### src/rtl/ctp_pkg.sv
package ctp_pkg;
  localparam int ADDR_W = 4;
  localparam int NPOST  = 4;   // posted registers per timer
  localparam int NTMR   = 2;
  // register select codes, bus_addr[2:0]
  localparam logic [2:0] A_CTRL  = 3'd0;
  localparam logic [2:0] A_LOAD  = 3'd1;
  localparam logic [2:0] A_COUNT = 3'd2;
  localparam logic [2:0] A_TRIG  = 3'd3;
  localparam logic [2:0] A_PEND  = 3'd4;
  localparam logic [2:0] A_CASC  = 3'd5;
  // index of each posted register in pending / accept vectors
  localparam int IX_CTRL  = 0;
  localparam int IX_LOAD  = 1;
  localparam int IX_COUNT = 2;
  localparam int IX_TRIG  = 3;
  // control bits
  localparam int CB_RUN  = 0;
  localparam int CB_AUTO = 1;
endpackage

### src/rtl/ctp_post_pipe.sv
module ctp_post_pipe #(
  parameter int SYNC_CLKS = 3
) (
  input  logic clk,
  input  logic rst_n,
  input  logic tmr_en,
  input  logic accept,
  output logic busy,
  output logic commit
);
  logic [SYNC_CLKS-1:0] tok_q, tok_d;

  always_comb begin
    tok_d = tok_q;
    if (tmr_en) tok_d = {tok_q[SYNC_CLKS-2:0], 1'b0};
    if (accept) tok_d[0] = 1'b1;
  end

  always_ff @(posedge clk or negedge rst_n) begin
    if (!rst_n) tok_q <= '0;
    else        tok_q <= tok_d;
  end

  assign busy   = |tok_q;
  assign commit = tmr_en & tok_q[SYNC_CLKS-1];
endmodule

### src/rtl/ctp_timer_core.sv
module ctp_timer_core
  import ctp_pkg::*;
#(
  parameter int CNT_W     = 32,
  parameter int SYNC_CLKS = 3
) (
  input  logic             clk,
  input  logic             rst_n,
  input  logic             tmr_en,
  input  logic [NPOST-1:0] wr_acc,
  input  logic [CNT_W-1:0] wdata,
  output logic [NPOST-1:0] pend,
  output logic [1:0]       ctrl_o,
  output logic [CNT_W-1:0] load_o,
  output logic [CNT_W-1:0] cnt_view,
  output logic             ovf
);
  localparam logic [CNT_W-1:0] CNT_MAX = '1;

  logic [NPOST-1:0] commit;

  for (genvar i = 0; i < NPOST; i++) begin : g_post
    ctp_post_pipe #(.SYNC_CLKS(SYNC_CLKS)) u_pipe (
      .clk    (clk),
      .rst_n  (rst_n),
      .tmr_en (tmr_en),
      .accept (wr_acc[i]),
      .busy   (pend[i]),
      .commit (commit[i])
    );
  end

  logic [1:0]       ctrl_q, ctrl_d, ctrl_stg_q, ctrl_stg_d;
  logic [CNT_W-1:0] load_q, load_d, load_stg_q, load_stg_d;
  logic [CNT_W-1:0] cnt_q, cnt_d, cnt_stg_q, cnt_stg_d;
  logic [SYNC_CLKS-1:0][CNT_W-1:0] view_q, view_d;

  assign ovf = tmr_en & ctrl_q[CB_RUN] & (cnt_q == CNT_MAX);

  always_comb begin
    ctrl_stg_d = wr_acc[IX_CTRL]  ? wdata[1:0] : ctrl_stg_q;
    load_stg_d = wr_acc[IX_LOAD]  ? wdata      : load_stg_q;
    cnt_stg_d  = wr_acc[IX_COUNT] ? wdata      : cnt_stg_q;

    ctrl_d = commit[IX_CTRL] ? ctrl_stg_q : ctrl_q;
    load_d = commit[IX_LOAD] ? load_stg_q : load_q;

    cnt_d = cnt_q;
    if (tmr_en && ctrl_q[CB_RUN]) begin
      if (ovf) cnt_d = ctrl_q[CB_AUTO] ? load_q : '0;
      else     cnt_d = cnt_q + CNT_W'(1);
    end
    if (commit[IX_TRIG])  cnt_d = load_q;
    if (commit[IX_COUNT]) cnt_d = cnt_stg_q;

    view_d = view_q;
    if (tmr_en) view_d = {view_q[SYNC_CLKS-2:0], cnt_q};
  end

  always_ff @(posedge clk or negedge rst_n) begin
    if (!rst_n) begin
      ctrl_q     <= '0;
      ctrl_stg_q <= '0;
      load_q     <= '0;
      load_stg_q <= '0;
      cnt_q      <= '0;
      cnt_stg_q  <= '0;
      view_q     <= '0;
    end else begin
      ctrl_q     <= ctrl_d;
      ctrl_stg_q <= ctrl_stg_d;
      load_q     <= load_d;
      load_stg_q <= load_stg_d;
      cnt_q      <= cnt_d;
      cnt_stg_q  <= cnt_stg_d;
      view_q     <= view_d;
    end
  end

  assign ctrl_o   = ctrl_q;
  assign load_o   = load_q;
  assign cnt_view = view_q[SYNC_CLKS-1];
endmodule

### src/rtl/casc_timer_pair.sv
module casc_timer_pair
  import ctp_pkg::*;
#(
  parameter int CNT_W     = 32,
  parameter int SYNC_CLKS = 3
) (
  input  logic              clk,
  input  logic              rst_n,
  input  logic              tmr_tick,
  input  logic              bus_wr,
  input  logic [ADDR_W-1:0] bus_addr,
  input  logic [CNT_W-1:0]  bus_wdata,
  output logic [CNT_W-1:0]  bus_rdata,
  output logic              bus_wait,
  output logic              irq_ovf_lo,
  output logic              irq_ovf_hi
);
  logic       tsel;
  logic [2:0] rsel;
  assign tsel = bus_addr[ADDR_W-1];
  assign rsel = bus_addr[2:0];

  logic [NTMR-1:0][NPOST-1:0] acc, pend;
  logic [NTMR-1:0][1:0]       ctrl_v;
  logic [NTMR-1:0][CNT_W-1:0] load_v, view_v;
  logic [NTMR-1:0]            ten, ovf;
  logic                       casc_q, casc_d;

  for (genvar g = 0; g < NTMR; g++) begin : g_tmr
    if (g == 0) begin : g_src
      assign ten[g] = tmr_tick;
    end else begin : g_src
      assign ten[g] = casc_q ? ovf[g-1] : tmr_tick;
    end
    ctp_timer_core #(.CNT_W(CNT_W), .SYNC_CLKS(SYNC_CLKS)) u_core (
      .clk      (clk),
      .rst_n    (rst_n),
      .tmr_en   (ten[g]),
      .wr_acc   (acc[g]),
      .wdata    (bus_wdata),
      .pend     (pend[g]),
      .ctrl_o   (ctrl_v[g]),
      .load_o   (load_v[g]),
      .cnt_view (view_v[g]),
      .ovf      (ovf[g])
    );
  end

  always_comb begin
    for (int t = 0; t < NTMR; t++)
      for (int i = 0; i < NPOST; i++)
        acc[t][i] = bus_wr && (tsel == 1'(t)) && (rsel == 3'(i)) && !pend[t][i];
    bus_wait = bus_wr && (rsel <= A_TRIG) && pend[tsel][rsel[1:0]];
    casc_d   = (bus_wr && !tsel && rsel == A_CASC) ? bus_wdata[0] : casc_q;
  end

  always_ff @(posedge clk or negedge rst_n) begin
    if (!rst_n) casc_q <= 1'b0;
    else        casc_q <= casc_d;
  end

  always_comb begin
    case (rsel)
      A_CTRL:  bus_rdata = {{(CNT_W-2){1'b0}}, ctrl_v[tsel]};
      A_LOAD:  bus_rdata = load_v[tsel];
      A_COUNT: bus_rdata = view_v[tsel];
      A_PEND:  bus_rdata = {{(CNT_W-NPOST){1'b0}}, pend[tsel]};
      A_CASC:  bus_rdata = {{(CNT_W-1){1'b0}}, casc_q & !tsel};
      default: bus_rdata = '0;
    endcase
  end

  assign irq_ovf_lo = ovf[0];
  assign irq_ovf_hi = ovf[1];
endmodule

### config.mk
export PLATFORM = sky130hd
export DESIGN_NAME = casc_timer_pair
export DESIGN_NICKNAME = d
export VERILOG_FILES = /design/src/rtl/ctp_pkg.sv /design/src/rtl/ctp_post_pipe.sv /design/src/rtl/ctp_timer_core.sv /design/src/rtl/casc_timer_pair.sv
export SDC_FILE = /design/constraint.sdc
export NUM_CORES = 1
export LEC_CHECK = 0
export ABC_AREA = 1
export BUFFER_PORTS_ARGS = -buffer_cell sky130_fd_sc_hd__clkbuf_2
export CAP_MARGIN = 10
export CORE_MARGIN = 5
export CORE_UTILIZATION = 41
export CTS_CLUSTER_DIAMETER = 50
export DETAILED_ROUTE_END_ITERATION = 10
export PLACE_DENSITY = 0.62
export SETUP_SLACK_MARGIN = 0.1
export SYNTH_ARGS = -nofsm -noshare
export SYNTH_HDL_FRONTEND = slang
export SYNTH_SLANG_ARGS = --single-unit
export TNS_END_PERCENT = 10
### constraint.sdc
create_clock -name clk -period 4.37 [get_ports clk]
set_input_delay 0.874 -clock clk [delete_from_list [all_inputs] [get_ports clk]]
set_output_delay 0.874 -clock clk [all_outputs]
set_load 0.005 [all_outputs]
# After elaboration in Yosys (flattened, before gate mapping)
# Index checks and enable logic that the tools add are counted.
# op_classes
n_addsub	2
mux	38
bitwise	14
eq_ne	7
order_cmp	3
n_reduce_logical	52
# ops
op	n
32-bit 2-to-1 mux	14
32-bit one-hot mux with 5 select lines	1
32-bit by 1-bit adder with 32-bit output (second input constant)	2
32-bit == test (second input constant)	2
1-bit logical AND	24
3-bit OR reduction	8
1-bit 2-to-1 mux	18
2-bit nonzero test	8
1-bit AND	13
1-bit logical NOT	9
4-bit 2-to-1 mux	2
3-bit by 2-bit == test with 1-bit output (second input constant)	2
3-bit == test (second input constant)	2
3-bit nonzero test	2
2-bit 2-to-1 mux	2
3-bit by 1-bit == test with 1-bit output (second input constant)	1
3-bit by 2-bit less-or-equal comparator with 1-bit output (second input constant)	1
3-bit logical NOT	1
2-bit by 3-bit less-than comparator with 1-bit output (second input constant)	1
1-bit binary-select mux with 2-bit select	1
1-bit by 2-bit less-than comparator with 1-bit output (second input constant)	1
1-bit NOT	1
# word_totals
input_bits	40
register_bits	481
out_inout_bits	35
elab_cells	151

# Logic depth before layout (Yosys ltp)
# Gate-level depths: netlist of the first run.
# depth
depth_word	9
depth_mapped	15
mapped_depth_nobuf	15

# Modules after synthesis
# From an unflattened synthesis of the first run, not the netlist that was laid out.
# unflattened
hier_cells	3141
hier_area_um2	24235.7
# modules_own_cells
module	instances	area_each_um2	cells_per_inst
ctp_timer_core at g_tmr[0].u_core	1	10837.9	1368
ctp_timer_core at g_tmr[1].u_core	1	10826.6	1301
casc_timer_pair	1	1520.2	328
ctp_post_pipe	8	131.4	18

# Least setup slack after synthesis of the first run
# OpenSTA, ideal clock, no wires.
# synth_path
kind	input port to output port
start	in tmr_tick
end	out irq_ovf_hi
stages	11
required_ns	3.496
slack_ns	1.413
arrival_time_ns	2.083
cell_sequence	clkbuf_2 > nand2_1 > inv_2 > nand2_1 > nor2_4 > nand2_4 > nand2_8 > buf_6 > buf_4 > nand2_1 > nor4_2
# synth_between
elab_chain_len	5
# synth_rtl
element	line	source
start, declared	casc_timer_pair.sv:9	input logic tmr_tick,
1-bit AND (2 in a row)	ctp_timer_core.sv:38	assign ovf = tmr_en & ctrl_q[CB_RUN] & (cnt_q == CNT_MAX);
1-bit 2-to-1 mux (*)	casc_timer_pair.sv:33	assign ten[g] = casc_q ? ovf[g-1] : tmr_tick;
1-bit AND (*) (2 in a row)	ctp_timer_core.sv:38	
end, declared	casc_timer_pair.sv:16	output logic irq_ovf_hi
# Every way passes the cells marked *; elsewhere a longest branch is shown, timed or not.

# Worst setup path after layout of the first run
# layout_path
start	reg g_tmr[1].u_core.cnt_q[0]
end	out irq_ovf_hi
# layout_between
elab_chain_len	2
# layout_rtl
element	line	source
start, declared	ctp_timer_core.sv:35	logic [CNT_W-1:0] cnt_q, cnt_d, cnt_stg_q, cnt_stg_d;
start signal, assigned	ctp_timer_core.sv:74	cnt_q <= cnt_d;
32-bit == test	ctp_timer_core.sv:38	
1-bit AND	ctp_timer_core.sv:38	
# Every way passes these cells.

==> flow_metrics.py, run 1 <==
metrics = {
    "setup_path": {
        "rrSetupSlack_ps": 1130,
        "worstSetupEndpointType": "primary output",
        "cpLargestDelayFamily": "simple AND/OR/NAND/NOR gates",
        "slowest_stage": "nor2_1",
        "r2r-end": "g_tmr[1].u_core.load_o[28]",
        "reg2reg_depth": 11,
        "path_cells": "ha_1, nand3_2, nor2_1, nand3_1, nor2_1, nand3_1, nor4_2, clkbuf_2",
        "crit_buf_inv": 1,
        "cp.required_ps": 3500,
        "r2r-start": "g_tmr[0].u_core.cnt_q[0]",
        "max_stage_delay_ps": 460,
        "critPathMaxFanout": 6,
        "criticalPathCategory": "reg2out",
        "cp.arrival_ps": 2920,
        "start_kind": "flip-flop",
    },
    "route": {
        "vias_per_cell": 5.30,
        "firstDrtPassIters": 6,
        "post_drt_wl_per_cell_um": 20.4,
        "drc_errors": 0,
        "drt-total-wl_um": 75000,
        "num_vias": 19477,
        "drt_iter0_drc": 2316,
        "drtAntennaViolNets": 0,
    },
    "synth": {
        "syn-instance-count": 2864,
        "syn_area_um2": 23000,
        "synthDistinctLibCells": 48,
        "synth_nets": 2906,
        "avgSynthCellArea_um2": 8.02,
        "yosysSeqAreaShare": 0.524,
        "yosysWarnings": 0,
        "yosys_register_bits": 481,
    },
    "sta": {
        "rsz0062_at_grt": "false",
        "setup_tns_ps": 0,
        "hold_violations": 0,
        "layout_min_cycle_time_ps": 3790,
        "fmaxAchievable_mhz": 264,
        "fin_worst_skew_ps": 22.8,
        "slew-limit-headroom": 0.260,
        "tightestPinTransition_ps": 1110,
        "maxSlewViolCount": 0,
        "timing.final.ws_setup_ps": 579,
        "period_share": 0.868,
        "setup_viol_count_final": 0,
    },
    "place": {
        "dp_hpwl_um": 54700,
        "dpl_cell_area_um2": 23900,
        "place_congestion": 0.947,
        "dp_slack_ps": 882,
        "portBuffers": 74,
        "dpl.cell_count": 3570,
    },
    "clock_tree": {
        "cts_made_buffers": 57,
        "cts_root_buffer": "clkbuf_16",
        "cts_resized": 0,
        "h-tree-depth": 2,
        "postCtsSetupRepairBufs": 0,
        "postCtsHoldBufs": 0,
        "cts_buffer_depth": 3,
        "clk_pin_slew_worst_paths_ps": 60,
        "cts_tree": "built",
        "cts.sinks": 481,
        "clkLatencyLatePin_ps": 620,
    },
    "cells_and_area": {
        "n_antenna_cell": 0,
        "drive_above_1_share": 0.0956,
        "final.fill_count": 5598,
        "instances_no_fill": 3677,
        "fin_nets": 2923,
        "synthToLayoutAreaGrowth_pct": 12.8,
        "multi_input_area_um2": 8970,
        "final_area_um2": 25900,
        "seq_area_um2": 12000,
    },
    "floorplan": {
        "die_h_um": 247,
        "start_util": 0.415,
        "core_um2": 55300,
        "rows": 86,
        "dieWidth_um": 247,
        "die-area_um2": 60900,
        "top_level_ports": 75,
    },
    "global_route": {
        "antenna_found_initial": 5,
        "grt_pass1_vias": 18732,
        "overflow": 0,
        "grt_start_max_net_pins": 131,
        "track_usage": 0.247,
        "grt_first_pass_wirelength_um": 115000,
    },
    "status": {
        "status": "complete, no violations",
    },
    "hold_path": {
        "min-delay-path-class": "in2async",
    },
    "power_and_ir_drop": {
        "vdd_drop_max_mv": 0.327,
        "power.density_nw_per_um2": 657,
        "leakage_nw": 12.8,
    },
    "job": {
        "maxCapViolCount": 0,
    },
}
## stage by stage
stage,total power [mW],hold WS (ps),utilization
after floorplan,9.97,442,-
after global placement,11.9,459,0.433
after detailed placement,12.1,463,0.433
after CTS,17.1,207,0.468
after global routing,18.1,224,0.468
final,17.0,199,0.468
## state kept, by name, indices dropped and copies added, names as in the netlist
| signal | cells |
|---|---|
| casc_q | 1 |
| g_tmr.u_core.load_stg_q | 64 |
| g_tmr.u_core.cnt_q | 64 |
| g_tmr.u_core.ctrl_stg_q | 4 |
| g_tmr.u_core.cnt_stg_q | 64 |
| g_tmr.u_core.load_o | 64 |
| g_tmr.u_core.view_q | 128 |
| g_tmr.u_core.ctrl_o | 4 |
| g_tmr.u_core.g_post.u_pipe.tok_q | 24 |
| g_tmr.u_core.cnt_view | 64 |
## cell type report
type | count | share of cell area
inverters | 334 | 0.0484
clock buffers | 72 | 0.0592
multi-input cells | 1894 | 0.346
flip-flops and latches | 481 | 0.465
clock inverters | 35 | 0.0171
repair buffers | 113 | 0.0285
well taps | 748 | 0.0361
## cells by family after synthesis
| family | count (synthesis) | synth area share |
|---|---|---|
| simple gates | 1217 | 0.218 |
| compound gates | 605 | 0.139 |
| buf+inv | 489 | 0.0871 |
| flops | 481 | 0.524 |
| mux | 40 | 0.0195 |
| xor+xnor | 30 | 0.0114 |
| fa+ha+maj | 2 | 0.00109 |
## cell usage after synthesis, drive strengths merged
cell type	count	area (um2)
a21oi	129	649
clkbuf	106	400
o211ai	4	30.0
or2	8	50.1
nand4	46	288
nor3	40	226
o21bai	2	15.0
nand3b	3	22.5
mux2i	2	20.0
o2111ai	2	17.5
a31oi	1	6.26
and3	1	6.26
xnor2	10	87.6
o22ai	5	31.3
xor2	20	175
a22oi	1	7.51
o21ai	429	2150
buf	49	345
and2	1	6.26
inv	334	1250
o31ai	1	21.3
nand3	70	373
mux2	38	428
a21o	3	22.5
nor4	2	18.8
nand2	816	3110
dfrtp	481	12000
ha	2	25.0
nor2	230	901
a22o	28	245
## power by group
part | leakage [nW] | internal (mW) | switching (mW)
Sequential | 6.15 | 6.13 | 1.55
Clock | 0.951 | 2.99 | 1.99
Combinational | 5.68 | 1.46 | 2.90
## layer usage
metal	global-route usage	vias up	routed length [um]	share of wire
li1	-	9163	-	-
met1	0.366	9493	34100	0.45
met2	0.367	702	32600	0.44
met3	0.0551	115	6270	0.084
met4	0.0647	4	2010	0.027
met5	0	-	27	0.00036
## layout by cell type, fill, tap and decap left out, types with 8 or more instances in the layout
master     instances
clkinv_2           8
inv_1            330
nor3_1            36
a21oi_1          128
or2_2              8
clkbuf_16         57
mux2_1            10
xor2_1            20
dfrtp_1          481
o21ai_0          401
nor2_1           223
mux2_2            28
buf_4             35
bufinv_16          8
nand3_1           63
clkbuf_2          72
nand2_1          807
a22o_1            28
xnor2_1           10
nand4_1           46
o21ai_1           28
clkbuf_1          10
## worst max-delay path by stage
stage          slack (ps)  depth (start not counted)                startpoint       endpoint
6_report              580                          8  g_tmr[1].u_core.cnt_q[0]     irq_ovf_hi
5_1_grt               340                          8  g_tmr[1].u_core.cnt_q[0]     irq_ovf_hi
4_1_cts               520                          8  g_tmr[1].u_core.cnt_q[0]     irq_ovf_hi
3_5_place_dp          880                          5               bus_addr[3]  bus_rdata[21]
3_3_place_gp          830                          5               bus_addr[3]  bus_rdata[24]
2_1_floorplan        1410                         11                  tmr_tick     irq_ovf_hi
Power figures use the tool's default switching activity.
==> run 2: changes to the inputs <==
--- a/config.mk
+++ b/config.mk
@@ -8,7 +8,6 @@
 export ABC_AREA = 1
 export BUFFER_PORTS_ARGS = -buffer_cell sky130_fd_sc_hd__clkbuf_2
 export CAP_MARGIN = 10
-export CORE_MARGIN = 5
 export CORE_UTILIZATION = 41
 export CTS_CLUSTER_DIAMETER = 50
 export DETAILED_ROUTE_END_ITERATION = 10
==> run 2 against run 1 <==
Register-to-register slack improved by 340 ps. Highest routed layer is now met4. Routed wire length down 0.63%. Global-route usage up 1.9 points. Critical path type unchanged. Cell count is 0.30% lower. Largest cell class unchanged. Sequential power barely moved. First-iteration DRC count is 19% lower. Die area down 6.4%. Via count fell by 1.2%. Combinational power about the same. Core utilization fell by 0.15 points. Sequential cell count unchanged.
==> flow_metrics.py, run 2 (same netlist as run 1, synthesis figures left out) <==
metrics = {
    "sta": {
        "tightestPinTransition_ps": 1070,
        "period_share": 0.844,
        "hold_violations": 0,
        "maxSlewViolCount": 0,
        "setup_tns_ps": 0,
        "rsz0062_at_grt": "false",
        "fin_worst_skew_ps": 24.9,
        "slew-limit-headroom": 0.286,
        "fmaxAchievable_mhz": 271,
        "layout_min_cycle_time_ps": 3690,
        "setup_viol_count_final": 0,
    },
    "cells_and_area": {
        "instances_no_fill": 3666,
        "synthToLayoutAreaGrowth_pct": 12.2,
        "layout_commonest_cell": "nand2_1",
        "final.fill_count": 5465,
        "final_cell_mix": "nand2_1 (807), dfrtp_1 (481), o21ai_0 (401)",
        "final_util": 0.467,
        "drive_above_1_share": 0.0932,
        "fin_nets": 2915,
        "largest-register": "g_tmr.u_core.view_q",
        "n_antenna_cell": 0,
        "largest_reg_flops": 128,
    },
    "route": {
        "drt-total-wl_um": 74600,
        "num_vias": 19235,
        "drc_errors": 0,
        "vias_per_cell": 5.25,
        "firstDrtPassIters": 5,
        "post_drt_wl_per_cell_um": 20.3,
        "drtAntennaViolNets": 0,
        "drt_iter0_drc": 1881,
    },
    "global_route": {
        "overflow": 0,
        "grt_start_max_net_pins": 132,
        "track_usage": 0.265,
        "grt_pass1_vias": 18221,
        "grt_first_pass_wirelength_um": 113000,
        "antenna_found_initial": 3,
    },
    "power_and_ir_drop": {
        "vdd_drop_max_mv": 0.310,
        "power.density_nw_per_um2": 651,
        "leakage_nw": 12.7,
    },
    "setup_path": {
        "critPathMaxFanout": 6,
        "cp.arrival_ps": 2810,
        "start_kind": "flip-flop",
        "criticalPathCategory": "reg2out",
        "worstSetupEndpointType": "primary output",
        "slowest_stage": "dfrtp_1",
        "max_stage_delay_ps": 420,
        "crit_buf_inv": 1,
        "cp.required_ps": 3500,
        "path_cells": "ha_1, nand3_2, nor2_1, nand3_1, nor2_1, nand3_1, nor4_2, clkbuf_2",
        "cpLargestDelayFamily": "simple AND/OR/NAND/NOR gates",
    },
    "floorplan": {
        "die_h_um": 239,
        "top_level_ports": 75,
        "core_um2": 55200,
        "start_util": 0.416,
        "rows": 86,
        "die-area_um2": 57000,
        "dieWidth_um": 239,
    },
    "clock_tree": {
        "cts_tree": "built",
        "cts_buffer_depth": 3,
        "clk_pin_slew_worst_paths_ps": 60,
        "postCtsSetupRepairBufs": 0,
        "cts_made_buffers": 55,
        "cts.sinks": 481,
        "cts_root_buffer": "clkbuf_16",
        "postCtsHoldBufs": 0,
        "cts_resized": 0,
        "clkLatencyLatePin_ps": 610,
        "h-tree-depth": 2,
    },
    "place": {
        "place_congestion": 0.928,
        "dp_hpwl_um": 54000,
        "portBuffers": 74,
        "dpl.cell_count": 3564,
    },
    "job": {
        "maxCapViolCount": 0,
    },
    "hold_path": {
        "min-delay-path-class": "in2async",
    },
    "status": {
        "status": "complete, no violations",
    },
}
run 2: cell count changes in the layout (fill, tap and decap cells not counted), moves of 3 or more:
cell       previous run  this run
bufinv_16             8         5
buf_4                35        29
clkbuf_1             10         7
clkbuf_8              5         8
run 2: final timing paths:
path,from,end,slack (ps),cells past startpoint
max,g_tmr[1].u_core.cnt_q[0],irq_ovf_hi,680,8
min,rst_n,g_tmr[0].u_core.cnt_stg_q[14],350,1
max reg2reg,g_tmr[0].u_core.cnt_q[0],g_tmr[1].u_core.cnt_q[11],1470,13
min reg2reg,g_tmr[1].u_core.view_q[14],g_tmr[1].u_core.view_q[46],480,2
max in group asynchronous,rst_n,g_tmr[1].u_core.cnt_q[24],2980,2
min in group clk,g_tmr[1].u_core.view_q[14],g_tmr[1].u_core.view_q[46],480,2
run 2: layer usage:
layer | GRT usage | routed length (um)
met5 | 0 | 0
met4 | 0.0835 | 2060
met3 | 0.0386 | 5080
met2 | 0.401 | 32700
met1 | 0.392 | 34700
run 2: report_power, final:
group | switching, mW | internal (mW)
registers | 1.54 | 6.13
clock network | 1.94 | 2.81
logic | 2.90 | 1.45
run 2: cell type report:
type / count / area (um2) / area share
repair buffers: 107 / 693 / 0.0269
clock buffers: 71 / 1540 / 0.0597
well taps: 748 / 936 / 0.0363
inverters: 334 / 1250 / 0.0486
multi-input cells: 1894 / 8970 / 0.348
flip-flops and latches: 481 / 12000 / 0.467
clock inverters: 31 / 352 / 0.0136
run 2: through the flow:
step | hold WS, ps | cell area (um2) | power (mW) | setup WS [ps]
after floorplan | 442 | 23000 | 9.97 | 1410
after global placement | 462 | 23900 | 11.9 | 768
after detailed placement | 471 | 23900 | 12.0 | 823
after CTS | 357 | 25800 | 16.8 | 641
after global routing | 404 | 25800 | 17.8 | 493
final | 350 | 25800 | 16.8 | 684
run 2: worst reg2reg max path: stages (launching register included):
cell     delay (ps)
dfrtp_1         430
ha_1            230
nand2_1         110
nor2_2          160
nand2_2         150
nor2_4          220
nand2_4         110
nand2_8         270
nand2_2         240
buf_4           360
nor2_1          270
nor2_1           70
nand2_1         110
nand2_1          50
==> run 3: changes to the inputs <==
--- a/config.mk
+++ b/config.mk
@@ -5,7 +5,7 @@
 export SDC_FILE = /design/constraint.sdc
 export NUM_CORES = 1
 export LEC_CHECK = 0
-export ABC_AREA = 1
+export ABC_AREA = 0
 export BUFFER_PORTS_ARGS = -buffer_cell sky130_fd_sc_hd__clkbuf_2
 export CAP_MARGIN = 10
 export CORE_UTILIZATION = 41
==> constraint.sdc (replaced) <==
create_clock -name clk -period 3.65 [get_ports clk]
set_input_delay 0.73 -clock clk [delete_from_list [all_inputs] [get_ports clk]]
set_output_delay 0.73 -clock clk [all_outputs]
set_load 0.005 [all_outputs]
==> run 3 against run 2 <==
Register-to-register slack lost 1000 ps. Synthesized area shrank 6.8%. First-iteration DRC count shrank 33%.
==> flow_metrics.py, run 3 <==
metrics = {
    "setup_path": {
        "cp.arrival_ps": 2700,
        "worstSetupEndpointType": "primary output",
        "critPathMaxFanout": 7,
        "start_kind": "flip-flop",
        "criticalPathCategory": "reg2out",
        "cp.required_ps": 2920,
    },
    "place": {
        "place_congestion": 0.914,
        "dp_hpwl_um": 39300,
        "portBuffers": 74,
    },
    "sta": {
        "setup_tns_ps": 0,
        "tightestPinTransition_ps": 1110,
        "hold_violations": 0,
        "fmaxAchievable_mhz": 291,
        "period_share": 0.941,
        "fin_worst_skew_ps": 20.6,
        "slew-limit-headroom": 0.261,
        "setup_viol_count_final": 0,
        "layout_min_cycle_time_ps": 3430,
        "rsz0062_at_grt": "false",
        "maxSlewViolCount": 0,
    },
    "route": {
        "drc_errors": 0,
        "post_drt_wl_per_cell_um": 21.4,
        "vias_per_cell": 5.56,
        "drtAntennaViolNets": 0,
        "drt_iter0_drc": 1254,
        "drt-total-wl_um": 55900,
        "firstDrtPassIters": 5,
        "num_vias": 14561,
    },
    "power_and_ir_drop": {
        "leakage_nw": 11.4,
        "power.density_nw_per_um2": 726,
        "swShare": 0.316,
        "finalPower_mw": 17.5,
        "seq_power_share": 0.507,
        "pwr-share-comb": 0.211,
        "switching_power_mw": 5.54,
        "vdd_drop_max_mv": 0.401,
        "clkPwrFrac": 0.282,
        "internal-power_mw": 12.0,
    },
    "global_route": {
        "grt_pass1_vias": 14626,
        "track_usage": 0.214,
        "antenna_found_initial": 2,
        "grt_start_max_net_pins": 77,
        "overflow": 0,
        "grt_first_pass_wirelength_um": 87700,
    },
    "clock_tree": {
        "cts_made_buffers": 49,
        "cts_root_buffer": "clkbuf_16",
        "h-tree-depth": 2,
        "postCtsSetupRepairBufs": 0,
        "cts_tree": "built",
        "clkLatencyLatePin_ps": 570,
        "cts_buffer_depth": 3,
        "cts.sinks": 481,
        "clk_pin_slew_worst_paths_ps": 60,
    },
    "synth": {
        "synth_top_area_share": 0.562,
        "synthAdderAreaFrac": 0.00117,
        "yosys_register_bits": 481,
        "synth-simple-area-share": 0.114,
        "ys.flop_type": "dfrtp_1",
        "yosysWarnings": 0,
        "async_flop_share": 1.00,
        "avgSynthCellArea_um2": 11.6,
        "syn-instance-count": 1847,
        "synth.largest_area_cell": "dfrtp_1",
        "synth_xor_area_frac": 0.0237,
        "synth_nets": 1889,
        "yosysMostFrequentCell": "dfrtp_1",
        "synth_compound_area_frac": 0.0754,
        "synth-edff-count": 0,
        "synth_mux_area_frac": 0.197,
        "synthTopCellsByCount": "dfrtp_1 (481), nand2_1 (395), mux2_2 (279), o21ai_0 (74), o22ai_1 (67)",
        "synthTopCellsByArea": "dfrtp_1 (56%), mux2_2 (15%), nand2_1 (6.9%)",
        "yosysSeqAreaShare": 0.562,
        "synth_top_family_by_area": "multiplexers",
        "syn_area_um2": 21400,
        "synthDistinctLibCells": 63,
    },
    "floorplan": {
        "top_level_ports": 75,
        "rows": 83,
        "dieWidth_um": 230,
        "start_util": 0.416,
        "core_um2": 51400,
        "die-area_um2": 53100,
        "die_h_um": 230,
    },
    "job": {
        "maxCapViolCount": 0,
    },
    "cells_and_area": {
        "final_cell_mix": "dfrtp_1 (481), nand2_1 (395), mux2_2 (279)",
        "synthToLayoutAreaGrowth_pct": 12.8,
        "multi_input_area_um2": 8830,
        "fin_nets": 1944,
        "layout_commonest_cell": "dfrtp_1",
        "seq_area_um2": 12000,
        "final.fill_count": 4658,
        "drive_above_1_share": 0.272,
        "largest_reg_flops": 128,
        "largest-register": "g_tmr.u_core.view_q",
    },
    "status": {
        "status": "complete, no violations",
    },
    "hold_path": {
        "min-delay-path-class": "in2async",
    },
}
==> run 3: cell count changes after synthesis, sizes merged, moves of 108 or more <==
cell   before  now
nand2     816  397
o21ai     429   82
inv       334   15
mux2       38  311
nor2      230   28
a21oi     129   21
==> run 3: kinds of logic after synthesis <==
family / after synthesis
AND/OR/NAND/NOR: 549
flip-flops: 481
multiplexers: 371
AO/OA/AOI/OAI: 255
buffers and inverters: 131
XOR/XNOR: 58
adder cells (fa/ha/maj): 2
==> run 3: metrics by stage <==
stage | std cells | instance area, um2 | util | worst slack (ps) | hold slack (ps)
final | 2617 | 24200 | 0.470 | 217 | 137
after global routing | 2617 | 24200 | 0.470 | 170 | 180
after CTS | 2616 | 24100 | 0.470 | 189 | 173
after detailed placement | 2531 | 22600 | 0.439 | 477 | 455
after global placement | 2531 | 22600 | 0.439 | 462 | 449
after floorplan | 1847 | 21400 | - | 804 | 433
==> run 3: repair_timing <==
item,CTS,global route
endpoints found under the hold margin,0,0
resized for setup,0,1
endpoints found under the setup margin,0,1
hold buffers,0,0
==> run 3: final cells by class <==
cell class,instances,share of cell area
sequential,481,0.498
multi-input combinational,1235,0.366
clock buffer,67,0.0573
tap,680,0.0352
timing repair buffer,120,0.0334
clock inverter,18,0.00767
inverter,15,0.00233
antenna,1,0.000104
==> run 3: final timing paths <==
kind | depth (start not counted) | endpoint | startpoint | slack [ps]
setup / recovery | 6 | irq_ovf_hi | g_tmr[0].u_core.cnt_q[2] | 220
hold / removal | 1 | g_tmr[0].u_core.cnt_view[29] | rst_n | 140
setup reg to reg | 7 | g_tmr[1].u_core.load_o[29] | g_tmr[0].u_core.cnt_q[2] | 460
hold reg to reg | 2 | g_tmr[1].u_core.view_q[20] | g_tmr[1].u_core.view_q[20] | 460
max in group asynchronous | 2 | g_tmr[0].u_core.load_o[8] | rst_n | 2590
min in group clk | 2 | g_tmr[1].u_core.view_q[20] | g_tmr[1].u_core.view_q[20] | 460
==> run 3: power by group through the flow <==
stage               logic (mW)  registers (mW)  clock network, mW
floorplan                 3.00            8.13                  0
global placement          3.55            8.92                  0
detailed placement        3.69            8.99                  0
CTS                       3.71            8.90               5.06
global route              4.14            9.12               5.26
finish                    3.70            8.89               4.94
==> run 3: metal layers <==
metal	part of all wire	vias to the layer above	GRT usage
li1	-	6623	-
met1	0.43	7391	0.286
met2	0.48	441	0.347
met3	0.057	104	0.0387
met4	0.036	2	0.0791
met5	0.00023	-	0
==> run 3: critical path, stage by stage (launching register included) <==
cell	delay, ps
dfrtp_1	460
and4_1	360
nand4_4	220
nor4_4	450
nor2_4	90
nor4_4	380
clkbuf_2	180
